`src/rtl/disk_pm_pkg.sv`:
```
`timescale 1ns/1ps
package disk_pm_pkg;

    localparam int SEL_W = 4;

    typedef enum logic [1:0] {
        PM_ACTIVE  = 2'd0,
        PM_STANDBY = 2'd1,
        PM_OFF     = 2'd2,
        PM_WAKING  = 2'd3
    } pm_state_t;

    typedef struct packed {
        logic spin_down;
        logic if_en;
        logic pwr_en;
        logic rst_n;
        logic clk_en;
        logic buf_en;
    } pm_drive_t;

endpackage

```
`src/rtl/pm_addr_decode.sv`:
```
`timescale 1ns/1ps
module pm_addr_decode #(
    parameter int ADDR_W   = 16,
    parameter int WIN_BASE = 'h1F0,
    parameter int WIN_SIZE = 8,
    parameter int ALT_ADDR = 'h3F6
) (
    input  logic              io_valid,
    input  logic [ADDR_W-1:0] io_addr,
    output logic              hit
);
    localparam logic [ADDR_W-1:0] LO  = ADDR_W'(WIN_BASE);
    localparam logic [ADDR_W-1:0] HI  = ADDR_W'(WIN_BASE + WIN_SIZE - 1);
    localparam logic [ADDR_W-1:0] ALT = ADDR_W'(ALT_ADDR);

    logic in_window;
    logic is_alt;

    always_comb begin
        in_window = (io_addr >= LO) && (io_addr <= HI);
        is_alt    = (io_addr == ALT);
        hit       = io_valid && (in_window || is_alt);
    end
endmodule

```
`src/rtl/pm_timeout_sel.sv`:
```
`timescale 1ns/1ps
module pm_timeout_sel
    import disk_pm_pkg::*;
#(
    parameter int CNT_W        = 11,
    parameter int SHORT_STEP   = 10,
    parameter int LONG_STEP    = 60,
    parameter int AC_TICKS     = 1800,
    parameter int BATT_MAX_TICKS = 300
) (
    input  logic [SEL_W-1:0] sel,
    input  logic             ac_present,
    output logic [CNT_W-1:0] limit
);
    localparam int LAST_SHORT = 8;
    localparam int LAST_LONG  = 12;
    localparam int AC_INDEX   = 13;
    localparam int LONG_BASE  = LAST_SHORT - 1;

    int idx;

    always_comb begin
        idx = int'(sel);
        if (idx <= LAST_SHORT) begin
            limit = CNT_W'((idx + 1) * SHORT_STEP);
        end else if (idx <= LAST_LONG) begin
            limit = CNT_W'((idx - LONG_BASE) * LONG_STEP);
        end else if ((idx == AC_INDEX) && ac_present) begin
            limit = CNT_W'(AC_TICKS);
        end else begin
            limit = CNT_W'(BATT_MAX_TICKS);
        end
    end
endmodule

```
`src/rtl/pm_idle_timer.sv`:
```
`timescale 1ns/1ps
module pm_idle_timer #(
    parameter int CNT_W = 11
) (
    input  logic             clk,
    input  logic             rst_n,
    input  logic             clr,
    input  logic             adv,
    input  logic [CNT_W-1:0] limit,
    output logic [CNT_W-1:0] cnt,
    output logic             expire
);
    logic [CNT_W:0] cnt_next;

    always_comb begin
        cnt_next = {1'b0, cnt} + {{CNT_W{1'b0}}, 1'b1};
        expire   = adv && !clr && (cnt_next >= {1'b0, limit});
    end

    always_ff @(posedge clk or negedge rst_n) begin
        if (!rst_n) begin
            cnt <= '0;
        end else if (clr || expire) begin
            cnt <= '0;
        end else if (adv) begin
            cnt <= cnt_next[CNT_W-1:0];
        end
    end
endmodule

```
`src/rtl/disk_idle_pm.sv`:
```
`timescale 1ns/1ps
module disk_idle_pm
    import disk_pm_pkg::*;
#(
    parameter int ADDR_W         = 16,
    parameter int CNT_W          = 11,
    parameter int IDLE2_TICKS    = 10,
    parameter int RST_HOLD_TICKS = 2
) (
    input  logic              clk,
    input  logic              rst_n,
    input  logic              tick_1s,
    input  logic              io_valid,
    input  logic [ADDR_W-1:0] io_addr,
    input  logic [SEL_W-1:0]  tmo_sel,
    input  logic              ac_present,
    output logic              spin_down_req,
    output logic              if_en,
    output logic              drv_pwr_en,
    output logic              drv_rst_n,
    output logic              ctl_clk_en,
    output logic              buf_en,
    output logic [1:0]        pm_state
);
    localparam logic [CNT_W-1:0] PHASE2_LIM = CNT_W'(IDLE2_TICKS);
    localparam logic [CNT_W-1:0] WAKE_LIM   = CNT_W'(RST_HOLD_TICKS + 1);
    localparam logic [CNT_W-1:0] REL_AT     = CNT_W'(RST_HOLD_TICKS);

    pm_state_t        state_q, state_d;
    logic             hit;
    logic [CNT_W-1:0] sel_limit;
    logic [CNT_W-1:0] limit;
    logic [CNT_W-1:0] cnt;
    logic             expire;
    logic             t_clr;
    logic             t_adv;
    pm_drive_t        drv;

    pm_addr_decode #(
        .ADDR_W (ADDR_W)
    ) u_decode (
        .io_valid (io_valid),
        .io_addr  (io_addr),
        .hit      (hit)
    );

    pm_timeout_sel #(
        .CNT_W (CNT_W)
    ) u_tsel (
        .sel        (tmo_sel),
        .ac_present (ac_present),
        .limit      (sel_limit)
    );

    always_comb begin
        t_adv = tick_1s && (state_q != PM_OFF);
        t_clr = 1'b0;
        limit = sel_limit;
        unique case (state_q)
            PM_ACTIVE: begin
                t_clr = hit;
                limit = sel_limit;
            end
            PM_STANDBY: begin
                t_clr = hit;
                limit = PHASE2_LIM;
            end
            PM_OFF: begin
                t_clr = 1'b1;
                limit = PHASE2_LIM;
            end
            PM_WAKING: begin
                t_clr = 1'b0;
                limit = WAKE_LIM;
            end
        endcase
    end

    pm_idle_timer #(
        .CNT_W (CNT_W)
    ) u_timer (
        .clk    (clk),
        .rst_n  (rst_n),
        .clr    (t_clr),
        .adv    (t_adv),
        .limit  (limit),
        .cnt    (cnt),
        .expire (expire)
    );

    // Next-state selection
    always_comb begin
        state_d = state_q;
        unique case (state_q)
            PM_ACTIVE:  if (expire) state_d = PM_STANDBY;
            PM_STANDBY: begin
                if (hit)         state_d = PM_ACTIVE;
                else if (expire) state_d = PM_OFF;
            end
            PM_OFF:     if (hit) state_d = PM_WAKING;
            PM_WAKING:  if (expire) state_d = PM_ACTIVE;
        endcase
    end

    always_ff @(posedge clk or negedge rst_n) begin
        if (!rst_n) state_q <= PM_ACTIVE;
        else        state_q <= state_d;
    end

    // Output decode
    always_comb begin
        drv = '0;
        unique case (state_q)
            PM_ACTIVE:  drv = '{spin_down: 1'b0, if_en: 1'b1, pwr_en: 1'b1,
                                rst_n: 1'b1, clk_en: 1'b1, buf_en: 1'b1};
            PM_STANDBY: drv = '{spin_down: 1'b1, if_en: 1'b0, pwr_en: 1'b1,
                                rst_n: 1'b1, clk_en: 1'b1, buf_en: 1'b1};
            PM_OFF:     drv = '0;
            PM_WAKING:  drv = '{spin_down: 1'b0, if_en: 1'b0, pwr_en: 1'b1,
                                rst_n: (cnt >= REL_AT), clk_en: 1'b1, buf_en: 1'b0};
        endcase
    end

    assign spin_down_req = drv.spin_down;
    assign if_en         = drv.if_en;
    assign drv_pwr_en    = drv.pwr_en;
    assign drv_rst_n     = drv.rst_n;
    assign ctl_clk_en    = drv.clk_en;
    assign buf_en        = drv.buf_en;
    assign pm_state      = state_q;

endmodule

```
`config.mk`:
```
export PLATFORM = sky130hd
export DESIGN_NAME = disk_idle_pm
export DESIGN_NICKNAME = d
export VERILOG_FILES = /design/src/rtl/disk_pm_pkg.sv /design/src/rtl/pm_addr_decode.sv /design/src/rtl/pm_timeout_sel.sv /design/src/rtl/pm_idle_timer.sv /design/src/rtl/disk_idle_pm.sv
export SDC_FILE = /design/constraint.sdc
export NUM_CORES = 1
export LEC_CHECK = 0
export ABC_CLOCK_PERIOD_IN_PS = 5200
export BUFFER_PORTS_ARGS = -buffer_cell sky130_fd_sc_hd__buf_2
export CELL_PAD_IN_SITES_DETAIL_PLACEMENT = 1
export CELL_PAD_IN_SITES_GLOBAL_PLACEMENT = 2
export CORE_MARGIN = 4
export CORE_UTILIZATION = 37
export DETAILED_ROUTE_END_ITERATION = 16
export HOLD_SLACK_MARGIN = 0.15
export PLACE_DENSITY_LB_ADDON = 0.25
export SYNTH_ARGS = -nofsm -noshare
export SYNTH_HDL_FRONTEND = slang
export SYNTH_SLANG_ARGS = --single-unit
```
`constraint.sdc`:
```
create_clock -name clk -period 5.2 [get_ports clk]
set_input_delay 0.78 -clock clk [delete_from_list [all_inputs] [get_ports clk]]
set_output_delay 0.78 -clock clk [all_outputs]
set_load 0.01 [all_outputs]
```
==> flow_summary.toml, run 1 <==
[yosys]
synth_most_common_cell = "ha_1"
muxShareOfSynthArea_pct = 1.44
syn-num-nets = 331
synth_top_family_by_area = "adder cells"
syn_inst = 262
syn_area_um2 = 2170
synthAdderAreaFrac_pct = 27.9
synthArstFlopShare_pct = 100
ys_ff_latch = 13
post-synth-top-area-cell = "ha_1"
yosysUniqueCellTypes = 49
synth_xor_area_share_pct = 7.66
synth.cells.most_frequent = "ha_1, inv_1, nand2_1"
ys_seq_area_share_pct = 15.0
synth_simple_gate_area_share_pct = 20.6
synth_area_leaders = "ha_1, dfrtp_1, fa_1"
ys.flop_type = "dfrtp_1"
synth.avg_cell_area_um2 = 8.30
synth-compound-area-share_pct = 21.8
yosys.area.top_type_share_pct = 21.9
yosysWarningCount = 0
synth_edf_count = 0

[timing]
tightest_slew_ns = 0.796
rsz0062_at_grt = "false"
slew_viol_final = 0
finalSetupViolations = 0
finalCritPeriodShare_pct = 95.2
tns_ns = 0
fmax_mhz = 202
hold_viol = 0
slew-limit-headroom_pct = 46.7
finalClockSkew_ns = 0.00210
finalHoldWorstSlack_ns = 0.425
period_minus_slack_ns = 4.95

[final_layout]
drive_gt1_share_pct = 21.1
syn_to_final_growth_pct = 18.7
design_area_um2 = 2580
stdcell_count = 376
diodes = 0
num-fill-cells = 715
multi_input_area_um2 = 1770
fin_nets = 374
regArea_um2 = 325

[worst_setup_path]
worstPathCellList = "buf_2 -> ha_1 -> xor2_2 -> ha_1 -> inv_1 -> fa_1 -> fa_1 -> inv_1 -> ha_1 -> a21oi_1 -> o21bai_1 -> a21o_1 -> a31o_2 -> a2bb2oi_2 -> ha_1 -> a21oi_2 -> nand2_1 -> a31oi_2 -> o21ai_4 -> nor3b_1 -> a311o_1"
end_kind = "register"
critPathLaunchType = "input pin"
criticalPathCategory = "input pin to register"
slowest_delay_ns = 0.51
cp_top_family = "adder cells"
worst-path-max-fanout = 4
arrival_ns = 5.08
crit_path_top_delay_cell = "fa_1"
path_buf_inv = 3
required_ns = 5.33
cpMostUsedCell = "ha_1"

[clocking]
cts_setup_buffers = 0
cts.path.max_buffers = 2
cts_tree = "built"
path_clk_slew_ns = 0.06
h-tree-depth = 1
cts.sinks = 13
insertion_delay_ns = 0.24
numCtsBuffers = 3
root_buffer = "clkbuf_8"

[die]
die_h_um = 84.6
core_um2 = 5610
die_w_um = 84.6
initial_utilization_pct = 38.8
dieArea_um2 = 7160
placementRows = 27
boundaryPins = 33

[grt]
grt_antenna_before_repair = 0
grt_pass1_wl_um = 9740
grt_max_degree = 16
overflow = 0
grt_pass1_vias = 1989
track_usage_pct = 16.4

[routing]
drt_iter0_drc = 63
avgViaCountPerCell = 5.49
num_vias = 2065
drc = 0
firstDrtPassIters = 4
drt_wl_total_um = 5810
avgRoutedWirePerCell_um = 15.5
postRouteAntennaNets = 0

[placed_design]
place_area_um2 = 2490
gp_congestion = 0.820
hpwl_um = 4780
portBuffers = 32
place_inst = 372

[power_and_ir_drop]
leakagePower_nw = 1.36
ir_drop_mv = 0.166
p_per_area_nw_per_um2 = 294

[hold_path]
hold_path_class = "input pin to async pin"

[status]
status = "completed"

[flow_run]
cap_viol_max_count = 0
## per-stage QoR
stage                     util (%)  setup slack [ns]  power, W
after CTS                     45.2             0.145  0.000756
after global placement        44.4            0.0481  0.000654
final                         46.0             0.252  0.000759
after detailed placement      44.4            -0.107  0.000658
after global routing          46.0           0.00501  0.000848
after floorplan                  -             0.191  0.000504
## final timing paths
| check | from | endpoint | slack (ns) | cells after the start |
|---|---|---|---|---|
| worst max register to register | register | register | 1.70 | 11 |
| min in group clk | u_timer.cnt[9]$_DFFE_PN0P_ | u_timer.cnt[9]$_DFFE_PN0P_ | 0.56 | 1 |
| worst min register to register | u_timer.cnt[9]$_DFFE_PN0P_ | u_timer.cnt[9]$_DFFE_PN0P_ | 0.56 | 1 |
| max in group asynchronous | rst_n | u_timer.cnt[4]$_DFFE_PN0P_ | 4.53 | 1 |
| worst min-delay path | rst_n | u_timer.cnt[8]$_DFFE_PN0P_ | 0.42 | 1 |
| worst max-delay path | tmo_sel[0] | register | 0.25 | 21 |
## logic make-up (layout without fill, tap and decap cells)
kind of cell,Yosys count,after routing
DFF,13,13
muxes,3,3
buffers and inverters,32,74
and+or+nand+nor,84,84
xor gates and xnor gates,19,19
AOI/OAI and AO/OA,66,66
adders and majority gates,45,45
## power by group
group	internal, W	leakage, nW	total, W	switching, W
combinational	0.000233	1.16	0.000532	0.000299
clock	0.0000542	0.0228	0.0000917	0.0000375
sequential	0.000111	0.176	0.000135	0.0000241
total	0.000398	1.36	0.000759	0.000361
## what timing repair did
action,4_1_cts,5_1_grt
endpoints found under the setup margin,0,13
hold endpoints to repair,0,0
resized for setup,0,9
hold buffers,0,0
## layout by cell type (no fill, tap or decap), drive strengths merged, types with 2 or more instances in the layout
cell / n
nand2b: 7
or3: 3
and2: 2
o22ai: 4
nand3b: 2
clkbuf: 4
a211oi: 8
a21oi: 13
fa: 6
a31oi: 2
nand4b: 3
xor2: 9
o21ai: 8
a21o: 11
a22o: 6
inv: 26
nor2: 11
or2: 5
ha: 38
nor3: 3
and3: 5
xnor2: 10
nor4: 4
nand2: 18
a211o: 2
dfrtp: 13
buf: 44
mux2i: 2
o211ai: 3
nand3: 16
## sequential cells by signal, summed over array words and instances, names as in the netlist, named ones only
signal       flops
pm_state         1
u_timer.cnt     11
## area by class of cell
cell class,instances,share of cell area (%)
Sequential cell,13,12.6
Tap cell,72,3.49
Inverter,26,3.78
Timing Repair Buffer,44,9.70
Multi-Input combinational cell,217,68.7
Clock buffer,4,1.75
## per-layer routing
metal | up-vias | GRT usage, % | part of all wire, %
met4 | 0 | 2.59 | 0.62
li1 | 1036 | - | -
met3 | 4 | 2.16 | 3.4
met1 | 994 | 24.0 | 51
met2 | 31 | 25.9 | 45
met5 | - | 0 | 0
No activity file was read; power rests on OpenSTA's default activity.
==> run 2, diff against run 1 <==
- CORE_UTILIZATION: 37 -> 39
- SYNTH_HIERARCHICAL: not set -> 1
==> run 2 against run 1 <==
  * Final cell count increased by 6.6%
  * Synthesized cell count rose by 6.9%
  * Utilization rose by 3.3 points
  * Design area is 14% higher
  * Combinational power increased by 77%
  * Largest cell class unchanged
==> flow_summary.toml, run 2 <==
[status]
status = "completed"

[timing]
finalClockSkew_ns = 0.00515
slew-limit-headroom_pct = 55.7
slew_viol_final = 0
tightest_slew_ns = 0.663
finalCritPeriodShare_pct = 95.6
period_minus_slack_ns = 4.97
finalSetupViolations = 0
fmax_mhz = 201
finalHoldWorstSlack_ns = 0.416
hold_viol = 0

[grt]
track_usage_pct = 17.3
overflow = 0
grt_max_degree = 17
grt_antenna_before_repair = 0
grt_pass1_wl_um = 10600
grt_pass1_vias = 2200

[worst_setup_path]
cp-startpoint = "tmo_sel[0]"
critPathLaunchType = "input pin"
crit_path_top_delay_cell = "fa_1"
criticalPathCategory = "input pin to register"
end_kind = "register"
required_ns = 5.36
rrSetupSlack_ns = 1.72
worst-path-max-fanout = 4
arrival_ns = 5.13
path_buf_inv = 5
worstPathCellList = "buf_2 -> ha_2 -> xor2_2 -> ha_1 -> inv_1 -> fa_1 -> inv_1 -> fa_1 -> ha_4 -> a21o_1 -> a21oi_2 -> and3b_1 -> o32ai_2 -> and2_1 -> inv_1 -> ha_1 -> a21oi_1 -> nor2b_1 -> a311oi_2 -> o21a_1 -> nor2b_2 -> inv_1 -> o31ai_1 -> a221oi_2"
slowest_delay_ns = 0.53
cpMostUsedCell = "inv_1"
cp_top_family = "adder cells"

[routing]
avgViaCountPerCell = 5.44
drc = 0
avgRoutedWirePerCell_um = 15.9
postRouteAntennaNets = 0
drt_wl_total_um = 6370
firstDrtPassIters = 4
drt_iter0_drc = 72
num_vias = 2183

[power_and_ir_drop]
ir_drop_mv = 0.251
p_per_area_nw_per_um2 = 411
total_power_w = 0.00121
leakagePower_nw = 1.40

[final_layout]
layout_common_cells = "ha_1, buf_2, inv_1, buf_4, xnor2_1"
stdcell_count = 401
fin_nets = 396
largest_register = "u_timer/cnt"
diodes = 0
largest_reg_flops = 11
drive_gt1_share_pct = 28.8
syn_to_final_growth_pct = 21.2
final_common_cell = "ha_1"

[die]
dieArea_um2 = 7530
boundaryPins = 33
placementRows = 28
die_h_um = 86.8
core_um2 = 5960
initial_utilization_pct = 40.6
die_w_um = 86.8

[yosys]
syn-num-nets = 349
synth_edf_count = 0
ys_seq_area_share_pct = 13.4
post-synth-top-area-cell = "ha_1"
yosys.area.top_type_share_pct = 19.6
yosysUniqueCellTypes = 67
ys.flop_type = "dfrtp_1"
synth.cells.most_frequent = "ha_1, inv_1, xnor2_1"
yosysWarningCount = 6
syn_inst = 280
synth.avg_cell_area_um2 = 8.64
syn_area_um2 = 2420
synthArstFlopShare_pct = 100
ys_ff_latch = 13
synth_most_common_cell = "ha_1"
synth_area_leaders = "ha_1, dfrtp_1, xnor2_1"

[clocking]
h-tree-depth = 1
cts.sinks = 13
path_clk_slew_ns = 0.06
numCtsBuffers = 3
cts_tree = "built"
ctsHoldBuffers = 0
insertion_delay_ns = 0.25
cts.path.max_buffers = 2
root_buffer = "clkbuf_8"

[placed_design]
place_inst = 396
portBuffers = 32
hpwl_um = 5160
gp_congestion = 0.778

[flow_run]
cap_viol_max_count = 0

[hold_path]
hold_path_class = "input pin to async pin"
## run 2: changes by cell type after synthesis, moves of 6 or more
cell / previous run / this run
a211oi_1: 8 / 2
nand2_1: 18 / 11
a32o_1: 0 / 6
and2_1: 2 / 9
nor2b_1: 1 / 10
xnor2_1: 10 / 18
a21o_1: 11 / 5
## run 2: through the flow
| stage | setup WS, ns | TNS [ns] | cell area (um2) | util [%] |
|---|---|---|---|---|
| 2_1_floorplan | 0.0123 | 0 | 2420 | - |
| 3_3_place_gp | -0.152 | -0.381 | 2740 | 46.0 |
| 3_5_place_dp | -0.204 | -0.614 | 2740 | 46.0 |
| 4_1_cts | 0.0577 | 0 | 2790 | 46.8 |
| 5_1_grt | -0.0331 | -0.0331 | 2930 | 49.2 |
| 6_report | 0.228 | 0 | 2930 | 49.2 |
## run 2: per-layer routing
metal | global-route usage, % | part of all wire [%] | vias to the layer above
met5 | 0 | 0 | -
met4 | 2.97 | 0.80 | 0
met3 | 2.38 | 4.9 | 6
met2 | 27.8 | 45 | 44
met1 | 24.9 | 49 | 1047
li1 | - | - | 1086
## run 2: final cells by class
class                           count  area, um2
Clock buffer                        4       45.0
Timing Repair Buffer               53        322
Sequential cell                    13        325
Multi-Input combinational cell    224       2030
Tap cell                           75       93.8
Fill cell                         726       3020
Inverter                           32        120
## run 2: kinds of logic (layout without fill, tap and decap cells)
group / count (synthesis) / in the layout / share of synthesized area (%)
muxes: 7 / 7 / 3.05
AOI/OAI and AO/OA: 60 / 60 / 18.6
DFF: 13 / 13 / 13.4
xor gates and xnor gates: 25 / 25 / 9.67
and+or+nand+nor: 87 / 87 / 22.0
adders and majority gates: 44 / 44 / 24.6
other: 1 / 1 / 0.155
buffers and inverters: 43 / 89 / 8.43
## run 2: worst reg2reg max path, stage by stage (launching register included)
cell,delay [ns]
dfrtp_1,0.46
inv_1,0.21
ha_1,0.51
mux2_2,0.40
ha_1,0.28
nand2b_1,0.16
a2111oi_0,0.46
o311a_1,0.28
o21a_1,0.16
nor2b_2,0.07
inv_1,0.05
o31ai_1,0.09
a221oi_2,0.26
## run 2: power by group
group | internal, W | total (W) | switching, W | leakage [nW]
registers | 0.000127 | 0.000175 | 0.0000474 | 0.174
clock network | 0.0000542 | 0.0000928 | 0.0000385 | 0.0228
logic | 0.000435 | 0.000939 | 0.000503 | 1.20
total | 0.000617 | 0.00121 | 0.000589 | 1.40
## run 2: path summary, 6_finish.rpt
path,depth (start not counted),endpoint
min in group clk,1,u_timer/cnt[9]$_DFFE_PN0P_
worst max-delay path,24,pm_state[0]$_DFFE_PN0P_
worst min-delay path,1,u_timer/cnt[1]$_DFFE_PN0P_
max in group asynchronous,1,u_timer/cnt[0]$_DFFE_PN0P_
worst max register to register,12,pm_state[0]$_DFFE_PN0P_
worst min register to register,1,u_timer/cnt[9]$_DFFE_PN0P_
## run 2: repair_timing
action	in CTS	in global routing
resized for setup	1	21
hold endpoints to repair	0	0
pin swaps	0	11
endpoints found under the setup margin	1	10
buffers inserted	0	1
==> run 3, diff against run 2 <==
- HOLD_SLACK_MARGIN: 0.15 -> not set
- RECOVER_POWER: not set -> 100
==> run 3 against run 2 <==
  * Wire length increased by 0.36%
  * Final cell count unchanged
  * Critical endpoint unchanged
  * Global-route usage unchanged
  * Non-clock buffer count unchanged
  * Largest power group unchanged
  * Setup slack improved by 0.014 ns
  * First-iteration DRC count decreased by 1.4%
==> flow_summary.toml, run 3 (synthesis results as in run 2) <==
[status]
status = "completed"

[worst_setup_path]
critPathLaunchType = "input pin"
r2r-end = "pm_state[0]$_DFFE_PN0P_"
worst-path-max-fanout = 4
required_ns = 5.36
criticalPathCategory = "input pin to register"
crit_path_top_delay_cell = "fa_1"
end_kind = "register"
arrival_ns = 5.12
rrSetupSlack_ns = 1.72
cpMostUsedCell = "inv_1"
slowest_delay_ns = 0.53
cp_top_family = "adder cells"
reg2regPathDepth = 12
worstPathCellList = "buf_2 -> ha_2 -> xor2_2 -> ha_1 -> inv_1 -> fa_1 -> inv_1 -> fa_1 -> ha_4 -> a21o_1 -> a21oi_2 -> and3b_1 -> o32ai_2 -> and2_1 -> inv_1 -> ha_1 -> a21oi_1 -> nor2b_1 -> a311oi_2 -> o21a_1 -> nor2b_2 -> inv_1 -> o31ai_1 -> a221oi_2"
path_buf_inv = 5

[routing]
avgViaCountPerCell = 5.47
num_vias = 2192
avgRoutedWirePerCell_um = 15.9
drt_wl_total_um = 6390
postRouteAntennaNets = 0
firstDrtPassIters = 4
drc = 0
drt_iter0_drc = 71

[placed_design]
hpwl_um = 5160
portBuffers = 32
gp_congestion = 0.778

[timing]
slew-limit-headroom_pct = 49.2
hold_viol = 0
finalSetupViolations = 0
finalCritPeriodShare_pct = 95.3
period_minus_slack_ns = 4.96
slew_viol_final = 0
finalClockSkew_ns = 0.00658
tightest_slew_ns = 0.762
fmax_mhz = 202

[die]
core_um2 = 5960
boundaryPins = 33
die_w_um = 86.8
die_h_um = 86.8
dieArea_um2 = 7530
initial_utilization_pct = 40.6
placementRows = 28

[flow_run]
cap_viol_max_count = 0

[clocking]
insertion_delay_ns = 0.25
cts_tree = "built"
cts.path.max_buffers = 2
root_buffer = "clkbuf_8"
numCtsBuffers = 3
h-tree-depth = 1
cts.sinks = 13
path_clk_slew_ns = 0.06

[power_and_ir_drop]
total_power_w = 0.00120
p_per_area_nw_per_um2 = 410
leakagePower_nw = 1.37
ir_drop_mv = 0.251

[grt]
met2_usage_pct = 27.8
grt-busiest-layer = "met2"
grt_antenna_before_repair = 0
track_usage_pct = 17.3
grt_pass1_wl_um = 10600
grt_pass1_vias = 2200
overflow = 0
grt_use_met1_pct = 24.9
grt_max_degree = 17
grt_use_met3_pct = 2.38

[final_layout]
final_common_cell = "ha_1"
largest_register = "u_timer/cnt"
drive_gt1_share_pct = 26.1
diodes = 0
largest_reg_flops = 11
fin_nets = 396
syn_to_final_growth_pct = 20.7
layout_common_cells = "ha_1, inv_1, buf_2, buf_4, xnor2_1"
postLayoutCoreUtil_pct = 49.1

[hold_path]
hold_path_class = "input pin to async pin"
==> run 3: cell count changes in the layout (fill, tap and decap cells not counted) <==
cell and change:
buf_2 -9, clkbuf_1 +9
==> run 3: layout make-up <==
type                            instances  area (um2)
Multi-Input combinational cell        224        2030
Timing Repair Buffer                   53         310
Fill cell                             722        3030
Sequential cell                        13         325
Inverter                               32         120
Clock buffer                            4        45.0
Tap cell                               75        93.8
==> run 3: through the flow <==
step                hold slack, ns  cells  cell area, um2  setup TNS [ns]  setup WS, ns
floorplan                    0.484    280            2420               0        0.0123
global placement             0.542    396            2740          -0.381        -0.152
detailed placement           0.558    396            2740          -0.614        -0.204
CTS                          0.427    400            2790               0        0.0577
global route                 0.611    401            2920         -0.0332       -0.0332
finish                       0.569    401            2920               0         0.242
==> run 3: how the worst max path moves through the flow <==
| stage | cells after the start | start | endpoint |
|---|---|---|---|
| floorplan | 24 | tmo_sel[0] | pm_state[0]$_DFFE_PN0P_ |
| global placement | 23 | tmo_sel[0] | pm_state[0]$_DFFE_PN0P_ |
| detailed placement | 23 | tmo_sel[0] | pm_state[0]$_DFFE_PN0P_ |
| CTS | 23 | tmo_sel[0] | pm_state[0]$_DFFE_PN0P_ |
| global route | 24 | tmo_sel[0] | pm_state[0]$_DFFE_PN0P_ |
| finish | 24 | tmo_sel[0] | pm_state[0]$_DFFE_PN0P_ |
==> run 3: what timing repair did <==
item,4_1_cts,5_1_grt
pin swaps,0,11
gates resized for setup,1,21
setup buffers,0,1
hold buffers,0,0
endpoints found under the setup margin,1,10
==> run 3: metal layers <==
layer | wire (um) | vias up
li1 | - | 1083
met1 | 3080 | 1043
met2 | 2880 | 60
met3 | 380 | 6
met4 | 51 | 0
met5 | 0 | -
==> run 3: where the power goes <==
group          switching (W)  internal, W
clock              0.0000392    0.0000543
combinational       0.000504     0.000425
sequential         0.0000477     0.000127
